==> src/rtl/dpot_pkg.sv <==
package dpot_pkg;
   localparam int BYTE_W = 8;

   // register address map (4-bit address field)
   localparam logic [3:0] ADR_CH0  = 4'd0;
   localparam logic [3:0] ADR_CH1  = 4'd1;
   localparam logic [3:0] ADR_GP_LO = 4'd2;
   localparam logic [3:0] ADR_GP_HI = 4'd6;
   localparam logic [3:0] ADR_CTRL = 4'd8;

   // control register bit positions
   localparam int CTRL_BANK_BIT = 7;
   localparam int CTRL_SHDN_BIT = 6;
   localparam int CTRL_BUSY_BIT = 5;

   typedef enum logic [1:0] {
      OP_NONE  = 2'b00,
      OP_READ  = 2'b01,
      OP_WRITE = 2'b10,
      OP_RSVD  = 2'b11
   } spi_op_e;
endpackage

==> src/rtl/dpot_spi_slave.sv <==
module dpot_spi_slave #(
   parameter int SYNC_STAGES = 2,
   parameter int BYTE_W      = 8
) (
   input  logic              clk,
   input  logic              rst_n,
   input  logic              spi_sck,
   input  logic              spi_cs_n,
   input  logic              spi_mosi,
   output logic              spi_miso,
   output logic              hdr_valid,
   output logic [BYTE_W-1:0] hdr_byte,
   input  logic [BYTE_W-1:0] rd_byte,
   output logic              frame_done,
   output logic [BYTE_W-1:0] data_byte
);
   localparam int FRAME_BITS = 2 * BYTE_W;
   localparam int CNT_W      = $clog2(FRAME_BITS + 1);

   if (SYNC_STAGES < 2) begin : g_chk_sync
      $error("SYNC_STAGES must be at least 2");
   end
   if (BYTE_W < 8) begin : g_chk_byte
      $error("BYTE_W must be at least 8");
   end

   logic [SYNC_STAGES:0]   sck_s;
   logic [SYNC_STAGES-1:0] cs_s;
   logic [SYNC_STAGES-1:0] mosi_s;

   always_ff @(posedge clk or negedge rst_n) begin
      if (!rst_n) begin
         sck_s  <= '0;
         cs_s   <= '1;
         mosi_s <= '0;
      end else begin
         sck_s  <= {sck_s[SYNC_STAGES-1:0], spi_sck};
         cs_s   <= {cs_s[SYNC_STAGES-2:0], spi_cs_n};
         mosi_s <= {mosi_s[SYNC_STAGES-2:0], spi_mosi};
      end
   end

   logic sck_now, sck_prev, cs_now, mosi_now, sck_rise, sck_fall;
   assign sck_now  = sck_s[SYNC_STAGES-1];
   assign sck_prev = sck_s[SYNC_STAGES];
   assign cs_now   = cs_s[SYNC_STAGES-1];
   assign mosi_now = mosi_s[SYNC_STAGES-1];
   assign sck_rise = sck_now & ~sck_prev;
   assign sck_fall = ~sck_now & sck_prev;

   logic [CNT_W-1:0]  bit_cnt;
   logic [BYTE_W-2:0] rx_sh;
   logic [BYTE_W-1:0] tx_buf;
   logic              miso_q;

   always_ff @(posedge clk or negedge rst_n) begin
      if (!rst_n) begin
         bit_cnt    <= '0;
         rx_sh      <= '0;
         tx_buf     <= '0;
         miso_q     <= 1'b0;
         hdr_valid  <= 1'b0;
         hdr_byte   <= '0;
         frame_done <= 1'b0;
         data_byte  <= '0;
      end else begin
         hdr_valid  <= 1'b0;
         frame_done <= 1'b0;
         if (cs_now) begin
            bit_cnt <= '0;
            miso_q  <= 1'b0;
         end else begin
            if (sck_rise && bit_cnt < CNT_W'(FRAME_BITS)) begin
               rx_sh   <= {rx_sh[BYTE_W-3:0], mosi_now};
               bit_cnt <= bit_cnt + 1'b1;
               if (bit_cnt == CNT_W'(BYTE_W - 1)) begin
                  hdr_byte  <= {rx_sh, mosi_now};
                  hdr_valid <= 1'b1;
               end
               if (bit_cnt == CNT_W'(FRAME_BITS - 1)) begin
                  data_byte  <= {rx_sh, mosi_now};
                  frame_done <= 1'b1;
               end
            end
            if (hdr_valid) begin
               tx_buf <= rd_byte;
            end else if (sck_fall && bit_cnt >= CNT_W'(BYTE_W)) begin
               miso_q <= tx_buf[BYTE_W-1];
               tx_buf <= {tx_buf[BYTE_W-2:0], 1'b0};
            end
         end
      end
   end

   assign spi_miso = ~spi_cs_n & miso_q;

   assert_abort_clears_R10 : assert property (@(posedge clk) disable iff (!rst_n)
      cs_now |=> (bit_cnt == '0));
   assert_miso_idle_R11 : assert property (@(posedge clk) disable iff (!rst_n)
      cs_now |=> !miso_q);
   assert_frame_len_R9 : assert property (@(posedge clk) disable iff (!rst_n)
      bit_cnt <= CNT_W'(FRAME_BITS));
   assert_hdr_data_excl_R9 : assert property (@(posedge clk) disable iff (!rst_n)
      !(hdr_valid && frame_done));
endmodule

==> src/rtl/dpot_nv_store.sv <==
module dpot_nv_store #(
   parameter int                       DEPTH     = 7,
   parameter int                       WIDTH     = 8,
   parameter int                       WR_CYCLES = 1000,
   parameter logic [DEPTH*WIDTH-1:0]   INIT      = '0
) (
   input  logic                     clk,
   input  logic                     rst_n,
   input  logic                     wr_req,
   input  logic [$clog2(DEPTH)-1:0] wr_idx,
   input  logic [WIDTH-1:0]         wr_data,
   output logic                     busy,
   output logic [DEPTH*WIDTH-1:0]   mem_flat
);
   localparam int IDX_W = $clog2(DEPTH);
   localparam int TMR_W = $clog2(WR_CYCLES + 1);

   if (WR_CYCLES < 1) begin : g_chk_cycles
      $error("WR_CYCLES must be at least 1");
   end
   if (DEPTH < 2) begin : g_chk_depth
      $error("DEPTH must be at least 2");
   end

   logic [WIDTH-1:0] mem [DEPTH];
   logic [IDX_W-1:0] pend_idx;
   logic [WIDTH-1:0] pend_data;
   logic [TMR_W-1:0] timer;

   always_ff @(posedge clk or negedge rst_n) begin
      if (!rst_n) begin
         for (int i = 0; i < DEPTH; i++) begin
            mem[i] <= INIT[i*WIDTH +: WIDTH];
         end
         busy      <= 1'b0;
         timer     <= '0;
         pend_idx  <= '0;
         pend_data <= '0;
      end else if (busy) begin
         if (timer == TMR_W'(WR_CYCLES - 1)) begin
            mem[pend_idx] <= pend_data;
            busy          <= 1'b0;
            timer         <= '0;
         end else begin
            timer <= timer + 1'b1;
         end
      end else if (wr_req) begin
         busy      <= 1'b1;
         pend_idx  <= wr_idx;
         pend_data <= wr_data;
         timer     <= '0;
      end
   end

   for (genvar g = 0; g < DEPTH; g++) begin : g_flat
      assign mem_flat[g*WIDTH +: WIDTH] = mem[g];
   end

   assert_busy_start_R5 : assert property (@(posedge clk) disable iff (!rst_n)
      (wr_req && !busy) |=> busy);
   assert_hold_idle_R5 : assert property (@(posedge clk) disable iff (!rst_n)
      !busy |=> $stable(mem_flat));
   assert_timer_bound_R5 : assert property (@(posedge clk) disable iff (!rst_n)
      timer < TMR_W'(WR_CYCLES));
   assert_idx_range_R2 : assert property (@(posedge clk) disable iff (!rst_n)
      wr_req |-> (wr_idx < IDX_W'(DEPTH)));
endmodule

==> src/rtl/dpot_wiper_bank.sv <==
module dpot_wiper_bank #(
   parameter int CHANNELS    = 2,
   parameter int CODE_W      = 7,
   parameter int MID_CODE    = 64,
   parameter int LOAD_CYCLES = 20
) (
   input  logic                         clk,
   input  logic                         rst_n,
   input  logic [CHANNELS*CODE_W-1:0]   load_codes,
   input  logic [CHANNELS-1:0]          wr_en,
   input  logic [CODE_W-1:0]            wr_code,
   output logic                         ready,
   output logic [CHANNELS*CODE_W-1:0]   codes
);
   localparam int LC_W = $clog2(LOAD_CYCLES + 1);
   localparam logic [CODE_W-1:0] MID = CODE_W'(MID_CODE);

   if (LOAD_CYCLES < 1) begin : g_chk_load
      $error("LOAD_CYCLES must be at least 1");
   end
   if (MID_CODE >= (1 << CODE_W)) begin : g_chk_mid
      $error("MID_CODE does not fit CODE_W");
   end

   logic [LC_W-1:0] ld_cnt;
   logic            ld_done;
   assign ld_done = ~ready && (ld_cnt == LC_W'(LOAD_CYCLES - 1));

   always_ff @(posedge clk or negedge rst_n) begin
      if (!rst_n) begin
         ld_cnt <= '0;
         ready  <= 1'b0;
      end else if (!ready) begin
         if (ld_done) begin
            ready <= 1'b1;
         end else begin
            ld_cnt <= ld_cnt + 1'b1;
         end
      end
   end

   for (genvar g = 0; g < CHANNELS; g++) begin : g_chan
      logic [CODE_W-1:0] code_q;
      always_ff @(posedge clk or negedge rst_n) begin
         if (!rst_n) begin
            code_q <= MID;
         end else if (ld_done) begin
            code_q <= load_codes[g*CODE_W +: CODE_W];
         end else if (ready && wr_en[g]) begin
            code_q <= wr_code;
         end
      end
      assign codes[g*CODE_W +: CODE_W] = code_q;

      assert_mid_until_ready_R1 : assert property (@(posedge clk) disable iff (!rst_n)
         !ready |-> (code_q == MID));
   end

   assert_ready_sticky_R1 : assert property (@(posedge clk) disable iff (!rst_n)
      ready |=> ready);
   assert_load_on_ready_R1 : assert property (@(posedge clk) disable iff (!rst_n)
      $rose(ready) |-> (codes == $past(load_codes)));
endmodule

==> src/rtl/dpot_ctrl_core.sv <==
module dpot_ctrl_core
   import dpot_pkg::*;
#(
   parameter int               CHANNELS     = 2,
   parameter int               CODE_W       = 7,
   parameter int               MID_CODE     = 64,
   parameter int               PWRUP_CYCLES = 20,
   parameter int               NV_WR_CYCLES = 1000,
   parameter int               SYNC_STAGES  = 2,
   parameter logic [CODE_W-1:0] IVR0_INIT   = 7'h15,
   parameter logic [CODE_W-1:0] IVR1_INIT   = 7'h6A
) (
   input  logic                       clk,
   input  logic                       rst_n,
   input  logic                       spi_sck,
   input  logic                       spi_cs_n,
   input  logic                       spi_mosi,
   output logic                       spi_miso,
   input  logic                       shdn_in_n,
   output logic [CHANNELS*CODE_W-1:0] wiper_codes,
   output logic [CHANNELS-1:0]        chan_shdn
);
   localparam int NV_DEPTH = int'(ADR_GP_HI) + 1;
   localparam int IDX_W    = $clog2(NV_DEPTH);
   localparam logic [NV_DEPTH*BYTE_W-1:0] NV_INIT =
      {{((NV_DEPTH - 2) * BYTE_W){1'b0}},
       {(BYTE_W - CODE_W){1'b0}}, IVR1_INIT,
       {(BYTE_W - CODE_W){1'b0}}, IVR0_INIT};

   if (CHANNELS != 2) begin : g_chk_chan
      $error("address map provides exactly two channels");
   end
   if (CODE_W >= BYTE_W) begin : g_chk_code
      $error("CODE_W must be narrower than a byte");
   end

   // SPI front end
   logic              hdr_valid, frame_done;
   logic [BYTE_W-1:0] hdr_byte, data_byte, rd_byte;

   dpot_spi_slave #(.SYNC_STAGES(SYNC_STAGES), .BYTE_W(BYTE_W)) u_spi (
      .clk       (clk),
      .rst_n     (rst_n),
      .spi_sck   (spi_sck),
      .spi_cs_n  (spi_cs_n),
      .spi_mosi  (spi_mosi),
      .spi_miso  (spi_miso),
      .hdr_valid (hdr_valid),
      .hdr_byte  (hdr_byte),
      .rd_byte   (rd_byte),
      .frame_done(frame_done),
      .data_byte (data_byte)
   );

   logic [3:0] adr;
   spi_op_e    op;
   logic       unused_hdr_bits;
   assign adr             = hdr_byte[7:4];
   assign op              = spi_op_e'(hdr_byte[3:2]);
   assign unused_hdr_bits = ^hdr_byte[1:0];

   // control register
   logic ctl_bank, ctl_shdn_n;
   logic nv_busy, wipers_ready;

   // write decode
   logic                   wr_ok, is_chan, is_gp;
   logic                   nv_req;
   logic [IDX_W-1:0]       nv_idx;
   logic [BYTE_W-1:0]      nv_data;
   logic [CHANNELS-1:0]    wp_en;
   logic [NV_DEPTH*BYTE_W-1:0] nv_flat;

   assign wr_ok   = frame_done && (op == OP_WRITE) && !nv_busy && wipers_ready;
   assign is_chan = (adr == ADR_CH0) || (adr == ADR_CH1);
   assign is_gp   = (adr >= ADR_GP_LO) && (adr <= ADR_GP_HI);

   always_comb begin
      nv_req  = 1'b0;
      nv_idx  = adr[IDX_W-1:0];
      nv_data = data_byte;
      wp_en   = '0;
      if (wr_ok && is_chan) begin
         wp_en[adr[0]] = 1'b1;
         nv_req        = ~ctl_bank;
         nv_data       = {{(BYTE_W - CODE_W){1'b0}}, data_byte[CODE_W-1:0]};
      end else if (wr_ok && is_gp) begin
         nv_req = 1'b1;
      end
   end

   always_ff @(posedge clk or negedge rst_n) begin
      if (!rst_n) begin
         ctl_bank   <= 1'b0;
         ctl_shdn_n <= 1'b1;
      end else if (wr_ok && adr == ADR_CTRL) begin
         ctl_bank   <= data_byte[CTRL_BANK_BIT];
         ctl_shdn_n <= data_byte[CTRL_SHDN_BIT];
      end
   end

   dpot_nv_store #(
      .DEPTH    (NV_DEPTH),
      .WIDTH    (BYTE_W),
      .WR_CYCLES(NV_WR_CYCLES),
      .INIT     (NV_INIT)
   ) u_nv (
      .clk     (clk),
      .rst_n   (rst_n),
      .wr_req  (nv_req),
      .wr_idx  (nv_idx),
      .wr_data (nv_data),
      .busy    (nv_busy),
      .mem_flat(nv_flat)
   );

   logic [CHANNELS*CODE_W-1:0] ivr_codes;
   for (genvar g = 0; g < CHANNELS; g++) begin : g_ivr
      assign ivr_codes[g*CODE_W +: CODE_W] = nv_flat[g*BYTE_W +: CODE_W];
      assign chan_shdn[g] = ~(ctl_shdn_n & shdn_in_n);
   end

   dpot_wiper_bank #(
      .CHANNELS   (CHANNELS),
      .CODE_W     (CODE_W),
      .MID_CODE   (MID_CODE),
      .LOAD_CYCLES(PWRUP_CYCLES)
   ) u_wipers (
      .clk       (clk),
      .rst_n     (rst_n),
      .load_codes(ivr_codes),
      .wr_en     (wp_en),
      .wr_code   (data_byte[CODE_W-1:0]),
      .ready     (wipers_ready),
      .codes     (wiper_codes)
   );

   // read mux, sampled by the SPI block when the header completes
   always_comb begin
      rd_byte = '0;
      if (is_chan) begin
         if (ctl_bank)
            rd_byte = {{(BYTE_W - CODE_W){1'b0}}, wiper_codes[adr[0]*CODE_W +: CODE_W]};
         else
            rd_byte = {{(BYTE_W - CODE_W){1'b0}}, ivr_codes[adr[0]*CODE_W +: CODE_W]};
      end else if (is_gp) begin
         rd_byte = nv_flat[adr[IDX_W-1:0]*BYTE_W +: BYTE_W];
      end else if (adr == ADR_CTRL) begin
         rd_byte[CTRL_BANK_BIT] = ctl_bank;
         rd_byte[CTRL_SHDN_BIT] = ctl_shdn_n;
         rd_byte[CTRL_BUSY_BIT] = nv_busy;
      end
   end

   assert_lock_wipers_R6 : assert property (@(posedge clk) disable iff (!rst_n)
      nv_busy |=> $stable(wiper_codes));
   assert_lock_ctrl_R6 : assert property (@(posedge clk) disable iff (!rst_n)
      nv_busy |=> $stable({ctl_bank, ctl_shdn_n}));
   assert_bank_no_busy_R3 : assert property (@(posedge clk) disable iff (!rst_n)
      (!nv_busy && ctl_bank && !(wr_ok && is_gp)) |=> !nv_busy);
   assert_writethrough_R4 : assert property (@(posedge clk) disable iff (!rst_n)
      (wr_ok && is_chan) |=> (wiper_codes[adr[0]*CODE_W +: CODE_W] == $past(data_byte[CODE_W-1:0])));
endmodule

==> config.mk <==
export PLATFORM = sky130hd
export DESIGN_NAME = dpot_ctrl_core
export DESIGN_NICKNAME = d
export VERILOG_FILES = /design/src/rtl/dpot_pkg.sv /design/src/rtl/dpot_spi_slave.sv /design/src/rtl/dpot_nv_store.sv /design/src/rtl/dpot_wiper_bank.sv /design/src/rtl/dpot_ctrl_core.sv
export SDC_FILE = /design/constraint.sdc
export NUM_CORES = 1
export LEC_CHECK = 0
export CORE_MARGIN = 10
export CORE_UTILIZATION = 46
export CTS_CLUSTER_DIAMETER = 120
export DETAILED_ROUTE_END_ITERATION = 12
export DONT_BUFFER_PORTS = 1
export PLACE_DENSITY = 0.58
export RECOVER_POWER = 100
export SLEW_MARGIN = 10
export SYNTH_ARGS = -nofsm -noshare
export SYNTH_HDL_FRONTEND = slang
export SYNTH_SLANG_ARGS = --single-unit
==> constraint.sdc <==
create_clock -name clk -period 6.3 [get_ports clk]
set_input_delay 0.945 -clock clk [delete_from_list [all_inputs] [get_ports clk]]
set_output_delay 0.945 -clock clk [all_outputs]
set_load 0.02 [all_outputs]
---- Word-level counts from Yosys, hierarchy flattened ----
Index checks and enable logic that the tools add are counted.
word-level totals
  word-level logic and storage cells ...... 135
  output and inout bits ................... 17
  register bits ........................... 146
  bits of input ports ..................... 6
operators by class
  muxes and demuxes ....................... 39
  reductions and logical operators ........ 31
  order comparisons ....................... 8
  bitwise logic cells ..................... 14
  multiply operators ...................... 1
  shifts and indexed selects .............. 3
  $add $sub $neg .......................... 3
  equal/unequal tests ..................... 8
operators with widths
  cell                                                                   number
  56-bit bitwise mux                                                     1
  56-bit by 7-bit indexed part select with 8-bit output                  1
  8-bit two-way mux                                                      5
  7-bit two-way mux                                                      5
  10-bit two-way mux                                                     3
  14-bit by 5-bit indexed part select with 7-bit output                  2
  8-bit demux with 3-bit select                                          1
  1-bit two-way mux                                                      17
  5-bit two-way mux                                                      3
  1-bit logical AND                                                      14
  2-bit AND reduction                                                    6
  2-bit nonzero test                                                     6
  10-bit by 1-bit adder with 10-bit output, second input constant        1
  5-bit by 1-bit adder with 5-bit output, second input constant          2
  10-bit equality test, second input constant                            1
  1-bit inverter                                                         9
  3-bit two-way mux                                                      2
  3-bit AND reduction                                                    2
  5-bit by 3-bit equality test with 1-bit output, second input constant  1
  5-bit by 4-bit equality test with 1-bit output, second input constant  1
  5-bit equality test, second input constant                             1
  5-bit by 4-bit >= comparator with 1-bit output, second input constant  1
  5-bit less-than comparator, second input constant                      1
  1-bit AND                                                              4
  other kinds (17)                                                       17

---- Logic depth before layout (Yosys ltp) ----
  word-level depth ........................ 9
  gate-level depth with buffers ........... 7
  gate-level depth less buffers ........... 6

---- Cells and area by module ----
Synthesis repeated with hierarchy kept, for this count alone.
unflattened totals
  cells, all modules ...................... 547
  area, all modules ....................... 6867.8 um2
modules (own cells, without submodules)
  module           area each (um2)  instances  seq. area each (um2)  cells each
  dpot_nv_store    3201.8           1          1960.6                219
  dpot_spi_slave   1903.1           1          1153.6                141
  dpot_wiper_bank  945.9            1          503.0                 83
  dpot_ctrl_core   817.0            1          51.3                  104

---- Least setup slack after synthesis ----
No wires, ideal clock.
  path type ............................... in2out
  start point ............................. input shdn_in_n
  end point ............................... output chan_shdn[1]
  path buffers ............................ 1
  data arrival time ....................... 1.292 ns
  slack ................................... 4.063 ns
  required time ........................... 5.355 ns
  stages on the path ...................... 2
  cells stage by stage .................... nand2_1 -> buf_4
on the way
  cells in the longest elaborated chain, start to end .. 2
ends and longest elaborated chain
  element         line                   text
  from (decl)     dpot_ctrl_core.sv:19   input logic shdn_in_n,
  1-bit AND       dpot_ctrl_core.sv:120  assign chan_shdn[g] = ~(ctl_shdn_n & shdn_in_n);
  1-bit inverter  dpot_ctrl_core.sv:120
  to (decl)       dpot_ctrl_core.sv:21   output logic [CHANNELS-1:0] chan_shdn
Every way passes these cells.

---- Worst setup path in the final report ----
  start point ............................. register u_spi.hdr_byte[4]
  end point ............................... register u_spi.tx_buf[5]
on the way
  cells in the longest elaborated chain, start to end .. 5
  elaborated cells on any way between the ends .. 16
  classes of those cells .................. 1 x mul; 2 x order compare; 2 x eq/ne; 3 x shift; 5 x mux; 3 x reduce/logical
ends and longest elaborated chain
  element                                                                        line                                          text
  from (decl)                                                                    dpot_spi_slave.sv:12                          output logic [BYTE_W-1:0] hdr_byte,
  from (signal assigned)                                                         dpot_spi_slave.sv:77                          hdr_byte <= {rx_sh, mosi_now};
  1-bit by 3-bit multiplier with 4-bit output (tied with other cells)            dpot_ctrl_core.sv:143, dpot_ctrl_core.sv:145
  14-bit by 5-bit indexed part select with 7-bit output (tied with other cells)  dpot_ctrl_core.sv:145                         rd_byte = {{(BYTE_W - CODE_W){1'b0}}, ivr_codes[adr[0]*CODE_W +: CODE_W]};
  7-bit two-way mux or 3-bit two-way mux (tied branches)                         dpot_ctrl_core.sv:142, dpot_ctrl_core.sv:146
  8-bit two-way mux *                                                            dpot_ctrl_core.sv:141                         if (is_chan) begin
  8-bit two-way mux *                                                            dpot_spi_slave.sv:85                          if (hdr_valid) begin
  to (signal assigned)                                                           dpot_spi_slave.sv:86                          tx_buf <= rd_byte;
  to (signal assigned)                                                           dpot_spi_slave.sv:89                          tx_buf <= {tx_buf[BYTE_W-2:0], 1'b0};
  to (decl)                                                                      dpot_spi_slave.sv:53                          logic [BYTE_W-1:0] tx_buf;
Every way passes the cells marked *; elsewhere a longest branch is shown, timed or not.
A chain may end at the register's enable or synchronous reset.

==> run summary <==
Worst EP required: 6600 ps
Mapped Nets: 533
sequential element share of the synthesized area: 0.5546
Diodes inserted: 0
count of final setup violators: 0
Max FO, Critical Path: 28
Top FF cell, synth: dfrtp_1
Die Y: 138.3 um
first-pass GRT wire length: 22.59 mm
final slew viol count: 38
site row count: 43
TritonCTS Buffers: 17
DIE WIDTH: 138.3 um
initial antenna violation count: 0
CTS H-tree lvls: 4
Worst Setup EP: u_spi.tx_buf[5]
# placed instances: 679
Max-slew headroom: -0.3108
outcome: finished, violations left
total setup buffers inserted after CTS: 0
area leader, netlist: dfrtp_1
clk sinks: 142
Vias/cell: 5.605
maximum vdd drop: 0.1597 mV
share of the synthesized area in the top cell type: 0.5056
final net count: 528
Final Cell Area: 0.007203 mm2
reg2reg setup slack: 3130 ps
actual slew at the worst max-slew pin: 1966 ps
most frequent cells in the layout: 130 x dfrtp_1, 90 x mux2_2, 45 x nand2_1
Pleak: 3.198 nW
Tot GR Track Use: 0.1460
DR pass1 iterations: 4
Period minus WS final: 3172 ps
total number of vias: 3985
RR Endpoint: u_spi.tx_buf[5]
post-CTS sizing: 0
core area: 0.01377 mm2
reg2reg start: u_spi.hdr_byte[4]
worst setup path startpoint: u_spi.hdr_byte[4]
flop and latch count out of synthesis: 142
Post-CTS Hold Buffers: 0
vias in the first global route: 4105
Post-synth EDFFs: 0
DRC violations left: 0
count of cell types in the netlist: 48
synth top area cells: dfrtp_1 51%, mux2_2 16%, mux2i_1 6.1%
CP Launch Type: register
GRT Residual Overflow: 0
final worst-path cycle share: 0.5035
DR iter-0 viols: 287
io pins: 23
hold slack: 225.0 ps
skew final: 6.881 ps
I/O Buffers: 0
Routed WL: 13.67 mm
max_cap viols: 2
clk slew on worst S/H paths: 60 ps
Skew-Pair Late Insertion Delay: 420 ps
Final Util: 0.5230
Fmax: 315.2 MHz
Crit. End Element: register
Clock Path Buffers: 2
worst min path class: primary input to async pin
worst r2r path cells: 5
CTS tree: done
synthesized instance count: 523
critical path class: register to register
Post-Layout Cell Count: 711
HPWL Detailed: 8.915 mm
gp weighted congestion: 0.7838
Hold Vio Cnt, Final: 0
share of layout cells above drive strength 1: 0.2580
Mapped Area: 0.006434 mm2
Fin Setup TNS: 0 ps
initial core utilization: 0.4671
Placed Area: 0.006556 mm2
ys async rst share: 1.000
Final ANT Viol Nets: 0
Area Growth Syn to Fin: 11.96%
DR WL/cell: 19.22 um
most common cell after layout, fill and taps aside: dfrtp_1
pwr/cell area: 294.3 mW/mm2
failing checks: max-capacitance violations, max-slew violations
largest net degree at the start of global routing: 143
unrepaired setup endpoints after global routing: no
warnings from Yosys: 0
die area: 0.01912 mm2
CTS root buffer: clkbuf_16
Avg Cell Area, Syn: 12.30 um2
WP data arrival: 3470 ps
[report_power, final]
group	internal, mW	switching (mW)
Combinational	0.0161	0.00684
Sequential	0.934	0.0226
Clock	0.754	0.386
[metrics by stage]
stage | total power, mW | worst slack (ps)
detailed placement | 0.9967 | 3953
CTS | 2.144 | 3869
global placement | 0.9942 | 3993
finish | 2.120 | 3128
floorplan | 0.9838 | 4063
global route | 2.188 | 2739
[synth_stat cells, types with 5 or more instances]
| cell | number |
|---|---|
| and3_1 | 7 |
| dfstp_2 | 12 |
| nand2b_1 | 5 |
| nand3_1 | 9 |
| a21oi_1 | 11 |
| mux2i_1 | 39 |
| dfrtp_1 | 130 |
| o31ai_1 | 7 |
| o21ai_0 | 31 |
| o211ai_1 | 5 |
| nor2_1 | 28 |
| inv_1 | 6 |
| mux2_2 | 91 |
| nor2b_1 | 6 |
| nor3_1 | 5 |
| clkbuf_1 | 18 |
| nand2_1 | 45 |
| a31oi_1 | 6 |
[critical path, cell delays in order, from the launching register on]
cell and delay (ps):
dfrtp_1 360, clkbuf_1 1410, nor2b_1 440, a21oi_1 370, a2111oi_0 140, a211o_1 310
[routing by layer]
layer  global-route usage  wire length (um)  vias up
li1                     -                 -     1877
met5                    0                 0        -
met4              0.05494                92        0
met1               0.1962              6574     2060
met2               0.2219              6559       41
met3              0.03664               438        7
[worst min path at each step]
stage | start | endpoint | slack, ps
2_1_floorplan | u_spi.mosi_s[0] | u_spi.mosi_s[1] | 330
3_3_place_gp | u_spi.mosi_s[0] | u_spi.mosi_s[1] | 340
3_5_place_dp | u_spi.sck_s[0] | u_spi.sck_s[1] | 340
4_1_cts | rst_n | u_nv.mem_flat[12] | 200
5_1_grt | rst_n | u_nv.mem_flat[1] | 200
6_report | rst_n | u_nv.mem_flat[1] | 230
[flip-flops by register name (all words and copies together) (netlist names), 6 cells and up]
signal                  count
u_nv.mem_flat              54
u_wipers.g_chan.code_q     14
u_nv.timer                 10
u_nv.pend_data              8
u_spi.data_byte             8
u_spi.tx_buf                8
u_spi.rx_sh                 7
u_spi.hdr_byte              6
[area by class of cell]
type | instances | area, um2
multi-input cells | 348 | 2689
clock inverters | 14 | 240.2
clock buffers | 18 | 439.2
well taps | 180 | 225.2
flip-flops and latches | 142 | 3568
inverters | 6 | 22.52
fillers | 1221 | 6570
repair buffers | 3 | 18.77
[logic make-up (layout without fill, tap and decap cells)]
family / count (synthesis) / in the layout / share of synthesized area
AO/OA/AOI/OAI: 76 / 76 / 0.07410
XOR/XNOR: 8 / 8 / 0.01089
adder cells (fa/ha/maj): 4 / 4 / 0.007779
buffers and inverters: 33 / 41 / 0.02295
flip-flops: 142 / 142 / 0.5546
multiplexers: 133 / 133 / 0.2293
AND/OR/NAND/NOR: 127 / 127 / 0.1003
Note: power is estimated with default switching activity, not from simulation.
